**config.mk**
```make
export PLATFORM = sky130hd
export DESIGN_NAME = fifo_irq_pair
export DESIGN_NICKNAME = d
export VERILOG_FILES = /design/src/rtl/fifo_irq_pkg.sv /design/src/rtl/byte_fifo.sv /design/src/rtl/level_cross.sv /design/src/rtl/fifo_irq_pair.sv
export SDC_FILE = /design/constraint.sdc
export NUM_CORES = 1
export LEC_CHECK = 0
export ABC_CLOCK_PERIOD_IN_PS = 11850
export BUFFER_PORTS_ARGS = -buffer_cell sky130_fd_sc_hd__clkbuf_2
export CAP_MARGIN = 0
export CELL_PAD_IN_SITES_DETAIL_PLACEMENT = 1
export CELL_PAD_IN_SITES_GLOBAL_PLACEMENT = 1
export CORE_AREA = 3 3 334 336
export DETAILED_ROUTE_END_ITERATION = 10
export DIE_AREA = 0 0 337 339
export PLACE_DENSITY_LB_ADDON = 0.1
export SLEW_MARGIN = 10
export SYNTH_ARGS = -nofsm -noshare
export SYNTH_HDL_FRONTEND = slang
export SYNTH_SLANG_ARGS = --single-unit
```
**constraint.sdc**
```tcl
create_clock -name clk -period 11.85 [get_ports clk]
set_clock_uncertainty 0.1 [all_clocks]
set_input_delay 0.5925 -clock clk [delete_from_list [all_inputs] [get_ports clk]]
set_output_delay 0.5925 -clock clk [all_outputs]
set_load 0.02 [all_outputs]
```
**src/rtl/fifo_irq_pkg.sv**
```systemverilog
package fifo_irq_pkg;
    localparam int THR_W  = 6;
    localparam int NUM_ST = 7;

    // status bit positions
    localparam int ST_TX_AF  = 0;
    localparam int ST_TX_AE  = 1;
    localparam int ST_RX_AF  = 2;
    localparam int ST_TX_OVF = 3;
    localparam int ST_TX_UDF = 4;
    localparam int ST_RX_OVF = 5;
    localparam int ST_RX_UDF = 6;

    // configuration addresses
    localparam logic [1:0] A_TX_AF = 2'd0;
    localparam logic [1:0] A_TX_AE = 2'd1;
    localparam logic [1:0] A_RX_AF = 2'd2;
    localparam logic [1:0] A_EN    = 2'd3;

    typedef struct packed {
        logic [THR_W-1:0]  tx_af;
        logic [THR_W-1:0]  tx_ae;
        logic [THR_W-1:0]  rx_af;
        logic [NUM_ST-1:0] en;
        logic [NUM_ST-1:0] stat;
    } ctrl_t;
endpackage

```
**src/rtl/byte_fifo.sv**
```systemverilog
module byte_fifo #(
    parameter int W  = 8,
    parameter int AW = 6
) (
    input  logic          clk,
    input  logic          rst_n,
    input  logic          clr,
    input  logic          wr,
    input  logic [W-1:0]  wdata,
    input  logic          rd,
    output logic [W-1:0]  rdata,
    output logic [AW:0]   level,
    output logic [AW:0]   level_next,
    output logic          overflow,
    output logic          underflow
);
    localparam int DEPTH = 1 << AW;

    typedef struct packed {
        logic [AW-1:0] wp;
        logic [AW-1:0] rp;
        logic [AW:0]   cnt;
    } ptr_t;

    ptr_t s_d, s_q;
    logic [W-1:0] mem [DEPTH];
    logic full, empty, do_wr, do_rd;

    assign full  = (s_q.cnt == (AW+1)'(DEPTH));
    assign empty = (s_q.cnt == '0);

    always_comb begin
        s_d       = s_q;
        do_wr     = wr && !clr && !full;
        do_rd     = rd && !clr && !empty;
        overflow  = wr && !clr && full;
        underflow = rd && !clr && empty;
        if (clr) begin
            s_d = '0;
        end else begin
            if (do_wr) s_d.wp = s_q.wp + 1'b1;
            if (do_rd) s_d.rp = s_q.rp + 1'b1;
            case ({do_wr, do_rd})
                2'b10:   s_d.cnt = s_q.cnt + 1'b1;
                2'b01:   s_d.cnt = s_q.cnt - 1'b1;
                default: s_d.cnt = s_q.cnt;
            endcase
        end
    end

    always_ff @(posedge clk or negedge rst_n) begin
        if (!rst_n) s_q <= '0;
        else        s_q <= s_d;
    end

    always_ff @(posedge clk) begin
        if (do_wr) mem[s_q.wp] <= wdata;
    end

    assign rdata      = empty ? '0 : mem[s_q.rp];
    assign level      = s_q.cnt;
    assign level_next = s_d.cnt;
endmodule

```
**src/rtl/level_cross.sv**
```systemverilog
module level_cross #(
    parameter int LW     = 7,
    parameter int THR_W  = 6,
    parameter bit RISING = 1'b1
) (
    input  logic [LW-1:0]    lvl_now,
    input  logic [LW-1:0]    lvl_next,
    input  logic [THR_W-1:0] thr,
    output logic             hit
);
    logic [LW-1:0] thr_x;
    assign thr_x = LW'(thr);

    generate
        if (RISING) begin : g_up
            assign hit = (lvl_now <= thr_x) && (lvl_next > thr_x);
        end else begin : g_down
            assign hit = (lvl_now > thr_x) && (lvl_next <= thr_x);
        end
    endgenerate
endmodule

```
**src/rtl/fifo_irq_pair.sv**
```systemverilog
module fifo_irq_pair
    import fifo_irq_pkg::*;
#(
    parameter int W         = 8,
    parameter int AW        = 6,
    parameter int TX_AF_RST = 55,
    parameter int TX_AE_RST = 4,
    parameter int RX_AF_RST = 55
) (
    input  logic         clk,
    input  logic         rst_n,
    input  logic         tx_clr,
    input  logic         rx_clr,
    input  logic         host_tx_wr,
    input  logic [W-1:0] host_tx_data,
    input  logic         mdm_tx_rd,
    output logic [W-1:0] mdm_tx_data,
    input  logic         mdm_rx_wr,
    input  logic [W-1:0] mdm_rx_data,
    input  logic         host_rx_rd,
    output logic [W-1:0] host_rx_data,
    input  logic         cfg_we,
    input  logic [1:0]   cfg_addr,
    input  logic [7:0]   cfg_wdata,
    output logic [7:0]   cfg_rdata,
    input  logic         stat_rd,
    output logic [7:0]   status,
    output logic         irq_n
);
    localparam int LW = AW + 1;

    logic [LW-1:0] tx_lvl, tx_lvl_nx, rx_lvl, rx_lvl_nx;
    logic tx_ovf, tx_udf, rx_ovf, rx_udf;
    logic tx_af_hit, tx_ae_hit, rx_af_hit;
    logic [NUM_ST-1:0] set_ev;
    ctrl_t r_d, r_q;

    byte_fifo #(.W(W), .AW(AW)) u_tx (
        .clk(clk), .rst_n(rst_n), .clr(tx_clr),
        .wr(host_tx_wr), .wdata(host_tx_data),
        .rd(mdm_tx_rd), .rdata(mdm_tx_data),
        .level(tx_lvl), .level_next(tx_lvl_nx),
        .overflow(tx_ovf), .underflow(tx_udf)
    );

    byte_fifo #(.W(W), .AW(AW)) u_rx (
        .clk(clk), .rst_n(rst_n), .clr(rx_clr),
        .wr(mdm_rx_wr), .wdata(mdm_rx_data),
        .rd(host_rx_rd), .rdata(host_rx_data),
        .level(rx_lvl), .level_next(rx_lvl_nx),
        .overflow(rx_ovf), .underflow(rx_udf)
    );

    level_cross #(.LW(LW), .THR_W(THR_W), .RISING(1'b1)) u_tx_af (
        .lvl_now(tx_lvl), .lvl_next(tx_lvl_nx), .thr(r_q.tx_af), .hit(tx_af_hit)
    );
    level_cross #(.LW(LW), .THR_W(THR_W), .RISING(1'b0)) u_tx_ae (
        .lvl_now(tx_lvl), .lvl_next(tx_lvl_nx), .thr(r_q.tx_ae), .hit(tx_ae_hit)
    );
    level_cross #(.LW(LW), .THR_W(THR_W), .RISING(1'b1)) u_rx_af (
        .lvl_now(rx_lvl), .lvl_next(rx_lvl_nx), .thr(r_q.rx_af), .hit(rx_af_hit)
    );

    always_comb begin
        r_d    = r_q;
        set_ev = '0;
        set_ev[ST_TX_AF]  = tx_af_hit;
        set_ev[ST_TX_AE]  = tx_ae_hit;
        set_ev[ST_RX_AF]  = rx_af_hit;
        set_ev[ST_TX_OVF] = tx_ovf;
        set_ev[ST_TX_UDF] = tx_udf;
        set_ev[ST_RX_OVF] = rx_ovf;
        set_ev[ST_RX_UDF] = rx_udf;
        if (cfg_we) begin
            case (cfg_addr)
                A_TX_AF: r_d.tx_af = cfg_wdata[THR_W-1:0];
                A_TX_AE: r_d.tx_ae = cfg_wdata[THR_W-1:0];
                A_RX_AF: r_d.rx_af = cfg_wdata[THR_W-1:0];
                default: r_d.en    = cfg_wdata[NUM_ST-1:0];
            endcase
        end
        r_d.stat = (stat_rd ? '0 : r_q.stat) | set_ev;
    end

    always_ff @(posedge clk or negedge rst_n) begin
        if (!rst_n) begin
            r_q.tx_af <= THR_W'(TX_AF_RST);
            r_q.tx_ae <= THR_W'(TX_AE_RST);
            r_q.rx_af <= THR_W'(RX_AF_RST);
            r_q.en    <= '0;
            r_q.stat  <= '0;
        end else begin
            r_q <= r_d;
        end
    end

    always_comb begin
        case (cfg_addr)
            A_TX_AF: cfg_rdata = 8'(r_q.tx_af);
            A_TX_AE: cfg_rdata = 8'(r_q.tx_ae);
            A_RX_AF: cfg_rdata = 8'(r_q.rx_af);
            default: cfg_rdata = 8'(r_q.en);
        endcase
    end

    assign status = 8'(r_q.stat);
    assign irq_n  = ~|(r_q.stat & r_q.en);
endmodule

```
---- Yosys cells after proc, flatten, opt, wreduce, memory -nomap -nowiden ----
Memory sizes are Yosys's and may differ from the RTL's.
Cells that the tools add are included.
Widths: inputs -> output; s select.
storage, ports and cells
  flip-flop bits (word level) ............. 70
  memory bits (writable) .................. 1024
  output and inout bits ................... 33
  memories kept ........................... 2
operators by class
  add/sub/neg operators ................... 8
  order comparisons ....................... 6
  eq/ne operators ......................... 8
  muxes and demuxes ....................... 16
  bitwise logic cells ..................... 3
  reduce and logical (&&, ||, !) cells .... 35
memory list
  name      depth  width  read ports  clocked after memory_dff  wr ports  RTL line         source
  u_rx.mem  64     8      1           0                         1         byte_fifo.sv:26  logic [W-1:0] mem [DEPTH];
  u_tx.mem  64     8      1           0                         1         byte_fifo.sv:26
operator list
  kind                 number
  $mux 19              2
  $pmux 7 s2           2
  $add 6x1->6 const B  4
  $mux 6               4
  $gt 7x6->1           3
  $le 7x6->1           3
  $pmux 7 s3           1
  $mux 8               2
  $logic_and 1x1->1    15
  $add 7x1->7 const B  2
  $eq 7x7->1 const B   2
  $logic_not 7->1      2
  $sub 7x1->7 const B  2
  $reduce_and 2->1     4
  $reduce_bool 2->1    4
  $and 7x7->7          1
  $logic_not 1->1      7
  $mux 7               1
  $or 7x7->7           1
  $reduce_or 7->1      1
  $eq 2x1->1 const B   3
  $eq 2x2->1 const B   3
  $mux 1               4
  $reduce_or 3->1      1
  other kinds (2)      2

---- Longest topological paths before layout ----
Gate-level depths: netlist (run 1).
  depth in word-level cells ............... 9
  depth in mapped cells ................... 19
  gate-level depth less buffers ........... 18

---- Cells and area by module ----
From an unflattened synthesis (run 1), not the netlist that was laid out.
unflattened totals
  cell total of the unflattened synthesis .. 2297
  area total of the unflattened synthesis .. 44966.9 um^2
by module, submodules not included
  module            times used  cells an instance  area each (um^2)  seq. area each (um^2)
  byte_fifo (u_rx)  1           1105               21471.8           15850.2
  byte_fifo (u_tx)  1           992                21127.8           15850.2
  fifo_irq_pair     1           92                 1470.2            814.5
  level_cross       3           36                 299.0             0.0

---- Worst setup path after synthesis (run 1) ----
No wires, ideal clock.
  kind .................................... register to register
  from .................................... register u_tx.s_q, in the netlist u_tx.level[1]
  to ...................................... register r_q, in the netlist status[1]
  setup time .............................. 0.086 ns
  arrival ................................. 3.693 ns
  path slack .............................. 7.971 ns
  cell stages (with the launch flop) ...... 18
  clock period less this slack ............ 3.879 ns
  cells stage by stage .................... dfrtp_1 > buf_6 > nor4_4 > a21o_4 > inv_1 > buf_6 > ha_1 > inv_1 > a21oi_1 > or3_1 > a21oi_1 > mux2_2 > ha_1 > a2111oi_0 > a21oi_1 > a41oi_1 > a21oi_1 > nor3_1
RTL lines
  item                    RTL line             source
  from (decl)             byte_fifo.sv:25      ptr_t s_d, s_q;
  from (signal assigned)  byte_fifo.sv:52      if (!rst_n) s_q <= '0;
  from (signal assigned)  byte_fifo.sv:53      else s_q <= s_d;
  to (signal assigned)    fifo_irq_pair.sv:93  r_q <= r_d;
  to (decl)               fifo_irq_pair.sv:36  ctrl_t r_d, r_q;

---- Final worst setup path (run 1) ----
  from .................................... register u_rx.s_q[7] (netlist bit)
  to ...................................... output host_rx_data[5]
on the way
  cells in the longest elaborated chain, start to end .. 2
ends and longest elaborated chain
  item                    RTL line             source
  from (decl)             byte_fifo.sv:25
  from (signal assigned)  byte_fifo.sv:52
  from (signal assigned)  byte_fifo.sv:53
  $mem_v2 64x8            n/a
  $mux 8                  byte_fifo.sv:60      assign rdata = empty ? '0 : mem[s_q.rp];
  to (decl)               fifo_irq_pair.sv:21  output logic [W-1:0] host_rx_data,
No other way between the ends.

==> results of run 1 <==
[synth_stat cells (13+ instances only)]
| master | count | share of area |
|---|---|---|
| mux2_2 | 40 | 0.010 |
| nor2b_1 | 17 | 0.0024 |
| a21oi_1 | 20 | 0.0022 |
| edfxtp_1 | 1024 | 0.69 |
| nor3_1 | 17 | 0.0019 |
| nor2_1 | 180 | 0.015 |
| nand2_1 | 81 | 0.0068 |
| dfrtp_1 | 59 | 0.033 |
| a22oi_1 | 18 | 0.0030 |
| nand3_1 | 16 | 0.0018 |
| o22ai_1 | 13 | 0.0018 |
| xnor2_1 | 13 | 0.0026 |
| o2111ai_1 | 15 | 0.0030 |
| clkbuf_1 | 44 | 0.0037 |
| ha_1 | 44 | 0.012 |
| nand2b_1 | 13 | 0.0018 |
| o21ai_0 | 23 | 0.0026 |
| inv_1 | 38 | 0.0032 |
| mux2i_1 | 22 | 0.0049 |
| mux4_2 | 303 | 0.15 |
| buf_2 | 30 | 0.0034 |
| buf_1 | 26 | 0.0022 |
[worst max-delay path, cell delays in order (launching register included)]
cell and delay (ns):
dfrtp_4 0.75, buf_4 0.68, buf_4 0.68, mux4_2 0.64
mux4_2 0.53, a22oi_1 0.42, o21ai_1 0.23, clkbuf_2 0.21
[area by class of cell]
cell class              instances  area (sq um)  share of cell area
well taps                    1414          1770              0.0354
clock buffers                 146          3060              0.0612
diodes                          3          7.51            0.000150
flip-flops and latches       1094         32500               0.651
multi-input cells             980         11200               0.224
inverters                      50           188             0.00376
repair buffers                 97           586              0.0117
clock inverters                64           619              0.0124
[report_power, final]
part / leakage, nW / switching (mW) / total, mW / internal [mW]
clock: 1.79 / 1.47 / 3.54 / 2.07
sequential: 10.1 / 0.0718 / 4.34 / 4.26
combinational: 3.89 / 0.488 / 0.894 / 0.406
[stage by stage]
step / cells / setup WS (ns) / area (sq um) / util / hold slack, ns
final: 3848 / 6.27 / 50000 / 0.459 / 0.0643
after global routing: 3845 / 5.90 / 50000 / 0.459 / 0.0361
after CTS: 3845 / 6.01 / 50000 / 0.459 / 0.0108
after detailed placement: 3633 / 6.63 / 46300 / 0.425 / 0.435
after global placement: 3633 / 6.69 / 46300 / 0.425 / 0.400
after floorplan: 2247 / 7.97 / 44500 / - / 0.197
[flip-flops by register name, indices dropped and copies added, names as in the netlist]
signal / flops
u_rx.mem: 512
u_tx.mem: 512
r_q: 25
u_rx.s_q: 12
u_tx.s_q: 12
status: 7
u_rx.level: 7
u_tx.level: 7
[timing repair]
item	CTS	global route
setup endpoints to repair	0	0
endpoints found under the hold margin	36	0
setup buffers	0	0
hold buffers	2	0
[cell families (layout without fill, tap and decap cells)]
kind of cell	after synthesis	count (layout)
AOI/OAI and AO/OA	167	167
other	1	5
buffers and inverters	173	357
adders and majority gates	44	44
DFF	1094	1094
muxes	365	365
and+or+nand+nor	379	379
xor gates and xnor gates	23	23
[path summary, 6_finish.rpt]
path,start,endpoint,slack [ns],cells past startpoint
worst max-delay path,u_rx.s_q[7],host_rx_data[5],6.27,7
worst min register to register,r_q[21],r_q[21],0.44,1
worst max register to register,u_tx.level[2],status[1],7.07,16
max in group asynchronous,rst_n,u_rx.s_q[8],10.35,2
min in group asynchronous,rst_n,r_q[7],0.54,2
worst min-delay path,cfg_wdata[1],r_q[27],0.06,3
[metal layers]
layer,vias up,wire length (um)
li1,9392,-
met1,11600,47400
met2,427,52000
met3,182,4140
met4,2,3280
met5,-,13
==> key figures, run 1 <==
Global routing
  – Vias in the first global route: 23200
  – Met2 usage: 0.305
  – GR Util met1: 0.264
  – GRT Overall Usage: 0.189
  – Gr busiest metal: met2
  – GRT overflow: 0
  – Met3 usage: 0.0300
  – Largest net degree at the start of global routing: 99
  – Initial antenna violation count: 3
  – First-pass GRT wire length: 159000 um

Clocking
  – H-tree Lvls: 3
  – CTS Buffer Depth: 3
  – CTS sink cnt: 1094
  – Resized cells post-CTS: 0
  – Clock Tree Root: clkbuf_16
  – CTS tree: yes
  – Clk Latency, worst-skew pair: 0.69 ns
  – Clk slew on worst S/H paths: 0.06 ns
  – CTS Buf Count: 115

Timing
  – Final hold violation count: 0
  – Unrepaired setup endpoints after global routing: false
  – Max-slew headroom: 0.279
  – Max Slew Vio Count: 0
  – Least-Margin Pin Slew: 1.08 ns
  – Final number of setup-violating endpoints: 0
  – Tcrit/Tclk final: 0.471
  – Max Fclk: 0.179 GHz
  – Final critical-path required period: 5.58 ns
  – Sum Neg Setup Slack: 0 ns

Floorplanning
  – Starting density of the core: 0.409
  – # IOs: 69
  – Chip height: 339 um
  – Die width: 337 um
  – Die ar.: 0.114 sq mm
  – Row cnt: 121
  – CORE AREA: 0.109 sq mm

Synthesis
  – Post-Synth Adder-Cell Area: 0.0124
  – Synth Flop Type: edfxtp_1
  – Avg Cell Area, Syn: 19.8 sq um
  – Ys async rst share: 0.0640
  – Post-synthesis sequential area ratio: 0.730
  – Synth Area in Simple Gates: 0.0391
  – Yosys warning count: 0
  – Yosys cell types: 68
  – Compound-cell area share of the yosys netlist: 0.0272
  – #FFs+latches synth: 1094
  – EDFF count, synth: 1024
  – Main combinational cell family by area after synthesis: multiplexers
  – Multiplexer area fraction after synthesis: 0.168
  – XOR/XNOR Fraction of Synth Area: 0.00452
  – Gate Count Post-Synth: 2246
  – Mapped cell area: 0.0445 sq mm

Flow run
  – Number of max-cap violations: 0

Place
  – PortBufs: 65
  – Routability cong.: 0.771
  – HPWL Detailed: 65900 um

Drt
  – Initial DRC Count: 1661
  – Post-route ant nets: 0
  – Wire per inst: 27.8 um
  – Avg Vias per Cell: 5.62
  – Drt pass-1 iters: 4
  – Vias: 21600
  – Detailed Route WL: 107000 um
  – DRC errors left: 0

Worst setup path
  – CP Class: reg -> out
  – Worst setup SP type: flop
  – Crit path DAT: 4.89 ns
  – WP data required: 11.16 ns
  – Setup crit end kind: output pin
  – Largest fanout on the critical path: 34

Finish
  – Most frequent cells in the layout: edfxtp_1, mux4_2, nor2_1
  – Commonest non-fill, non-tap cell in the layout: edfxtp_1
  – Area Overhead vs Synth: 12.2%
  – Final #Nets: 2418
  – Share of cells above drive strength 1: 0.260
  – Final-layout fill cell count: 9977

Min path
  – Hold WC Path Type: in -> reg

Status
  – Run status: finished clean

Power
  – Static leakage: 15.8 nW
  – Peak supply drop: 0.127 mV
  – Total power draw: 8.77 mW
  – Power density over the cells: 175 mW/mm^2
Power figures use the tool's default switching activity.
==> run 2, diff against run 1 <==
Settings changed: ABC_AREA set to 1, ABC_CLOCK_PERIOD_IN_PS 11850 to 5700, CORE_AREA 3 3 334 336 to 3 3 336 338, DIE_AREA 0 0 337 339 to 0 0 339 341.
Clock period 11.85 ns to 5.7 ns, I/O delays scaled along.
==> run 2 against run 1 <==
Effect of this change: flip-flop and latch count is the same; wire length is 22% higher; sequential share of layout area shrank 1.0 points; clock power up 110%; worst hold slack better by 0.037 ns; total power increased by 130%; sequential power grew 110%; highest routed layer is now met4.
==> key figures, run 2 <==
Status
  – Run status: finished clean

Floorplanning
  – Starting density of the core: 0.408 (-0.000847)
  – Row cnt: 122 (+0.83%)
  – Die ar.: 0.116 sq mm (+1.2%)
  – Die width: 339 um (+0.59%)
  – Chip height: 341 um (+0.59%)
  – # IOs: 69 (unchanged)
  – CORE AREA: 0.110 sq mm (+1.4%)

Synthesis
  – Avg Cell Area, Syn: 12.5 sq um (-37%)
  – Share of the synthesized area in the top cell type: 0.683 (-0.00804)
  – Yosys warning count: 0 (unchanged)
  – Yosys cell types: 51 (-25%)
  – Count leader, synth: edfxtp_1
  – EDFF count, synth: 1024 (unchanged)
  – Mapped cell area: 0.0451 sq mm (+1.2%)
  – Gate Count Post-Synth: 3607 (+61%)
  – Ys async rst share: 0.0640 (unchanged)
  – Synth Flop Type: edfxtp_1
  – Largest cells by area after synthesis: edfxtp_1, o21ai_0, nor2_1
  – Post-synthesis sequential area ratio: 0.722 (-0.00850)
  – Largest area contributor in the netlist: edfxtp_1
  – #FFs+latches synth: 1094 (unchanged)
  – Commonest cells in the netlist: edfxtp_1, nor2_1, o21ai_0

Timing
  – Final number of setup-violating endpoints: 0 (unchanged)
  – Worst Hold Slack: 0.101 ns (+0.0367 ns)
  – Max-slew headroom: 0.239 (-0.0391)
  – Tcrit/Tclk final: 0.834
  – Sum Neg Setup Slack: 0 ns (unchanged)
  – Unrepaired setup endpoints after global routing: false
  – Max Fclk: 0.210 GHz
  – Least-Margin Pin Slew: 1.13 ns (+0.0539 ns)
  – Max Slew Vio Count: 0 (unchanged)
  – Final critical-path required period: 4.75 ns
  – Final hold violation count: 0 (unchanged)

Clocking
  – # hold bufs at CTS: 22 (+20)
  – CTS Buf Count: 119 (+3.5%)
  – CTS Buffer Depth: 3 (unchanged)
  – CTS tree: yes
  – Clk Latency, worst-skew pair: 0.70 ns (about the same)
  – Resized cells post-CTS: 0 (unchanged)
  – Clock Tree Root: clkbuf_16
  – Clk slew on worst S/H paths: 0.06 ns (about the same)
  – Post-CTS setup buffer count: 0 (unchanged)
  – CTS sink cnt: 1094 (unchanged)
  – H-tree Lvls: 3 (unchanged)

Worst setup path
  – CP peak stage delay: 0.72 ns (-0.03 ns)
  – Worst r2r dst: status[0]
  – Crit path DAT: 4.37 ns (-0.52 ns)
  – Worst r2r src: u_tx.level[1]
  – CP Class: reg -> out
  – Largest fanout on the critical path: 100 (+190%)
  – Crit-path slowest cell: dfrtp_4
  – Setup crit end kind: output pin
  – Critical Path, Cell by Cell: inv_6 -> buf_12 -> o21ai_0 -> o22ai_1 -> nor2_1 -> o311ai_0 -> nand3_1 -> a21oi_1 -> clkbuf_2
  – Worst r2r path cells: 19 (+3)
  – WP data required: 5.32 ns (-5.84 ns)
  – R2r setup slk: 1.60 ns (-5.47 ns)
  – Worst setup SP type: flop

Finish
  – Commonest non-fill, non-tap cell in the layout: edfxtp_1
  – Final-layout fill cell count: 11300 (+13%)
  – Most frequent cells in the layout: edfxtp_1, nor2_1, o21ai_0
  – Largest registers: u_rx.mem x512, u_tx.mem x512, r_q x25
  – Fin area: 0.0508 sq mm (+1.6%)
  – Util after Layout: 0.460 (+0.000873)
  – Final #Nets: 3708 (+53%)
  – Area Overhead vs Synth: 12.7%
  – Share of cells above drive strength 1: 0.0898 (-0.171)

Min path
  – Hold_sp: cfg_addr[0]
  – Hold EP: r_q[19]
  – Hold depth: 4 (+1)
  – Hold WC Path Type: in -> reg

Power
  – Peak supply drop: 0.295 mV (+130%)
  – Power density over the cells: 395 mW/mm^2 (+130%)
  – Static leakage: 16.7 nW (+5.9%)

Drt
  – Initial DRC Count: 2244 (+35%)
  – Drt pass-1 iters: 5 (+1)
  – Avg Vias per Cell: 5.68 (+1.0%)
  – Vias: 29600 (+37%)
  – Post-route ant nets: 0 (unchanged)
  – DRC errors left: 0 (unchanged)
  – Wire per inst: 25.0 um (-10%)
  – Detailed Route WL: 130000 um (+22%)

Global routing
  – First-pass GRT wire length: 197000 um (+24%)
  – Initial antenna violation count: 0 (-3)
  – Largest net degree at the start of global routing: 205 (+110%)
  – GRT Overall Usage: 0.223 (+0.0338)
  – GRT overflow: 0 (unchanged)
  – Vias in the first global route: 31500 (+36%)

Place
  – Placed Area: 0.0467 sq mm (+0.97%)
  – HPWL Detailed: 76600 um (+16%)
  – PortBufs: 65 (unchanged)
  – Routability cong.: 0.819 (+6.2%)

Flow run
  – Number of max-cap violations: 0 (unchanged)
## run 2: how the worst max path moves through the flow
stage | startpoint | to | depth (start not counted)
finish | u_rx.s_q[7] | host_rx_data[4] | 9
global route | u_rx.s_q[7] | host_rx_data[3] | 9
CTS | u_rx.s_q[7] | host_rx_data[3] | 9
detailed placement | tx_clr | status[0] | 20
global placement | tx_clr | status[0] | 20
floorplan | u_tx.level[4] | status[0] | 21
## run 2: cells by family (layout without fill, tap and decap cells)
logic type               Yosys count  after routing  synth area share
other                              1              3         0.0000832
flip-flops                      1094           1094             0.722
buffers and inverters            344            468            0.0318
adder cells (fa/ha/maj)           44             44            0.0122
AND/OR/NAND/NOR                 1136           1136             0.104
AO/OA/AOI/OAI                    977            977             0.128
XOR/XNOR                          11             11           0.00214
## run 2: layer usage
layer	share of wire	vias up	GRT usage	wire [um]
met3	0.032	212	0.0245	4180
met1	0.43	15300	0.284	55900
met4	0.034	0	0.0805	4400
li1	-	13500	-	-
met5	0	-	0	0
met2	0.51	580	0.393	65900
## run 2: worst max-delay path: cells and delay by family (launching register included)
kind / cells / cell delay [ns]
AO/OA/AOI/OAI: 4 / 1.26
flip-flops: 1 / 0.72
buffers and inverters: 3 / 1.13
AND/OR/NAND/NOR: 2 / 0.39
## run 2: per-stage QoR
stage	power (mW)	std cells	worst slack, ns
6_report	20.0	5221	0.949
5_1_grt	20.9	5220	0.736
4_1_cts	20.2	5220	0.956
3_5_place_dp	12.7	4973	1.59
3_3_place_gp	12.5	4973	1.67
2_1_floorplan	11.4	3608	2.50
## run 2: power by group
group | leakage (nW) | switching (mW) | internal (mW) | total, mW
Sequential | 10.1 | 0.206 | 8.89 | 9.10
Combinational | 4.74 | 2.45 | 0.969 | 3.42
Clock | 1.89 | 3.16 | 4.37 | 7.53
## run 2: area by class of cell
class	instances	area (sq um)	area share
Antenna cell	1	2.50	0.0000493
Clock buffer	143	3190	0.0629
Clock inverter	82	632	0.0124
Inverter	110	427	0.00841
Multi-Input combinational cell	2170	11100	0.219
Sequential cell	1094	32500	0.641
Tap cell	1488	1860	0.0367
Timing Repair Buffer	133	993	0.0196
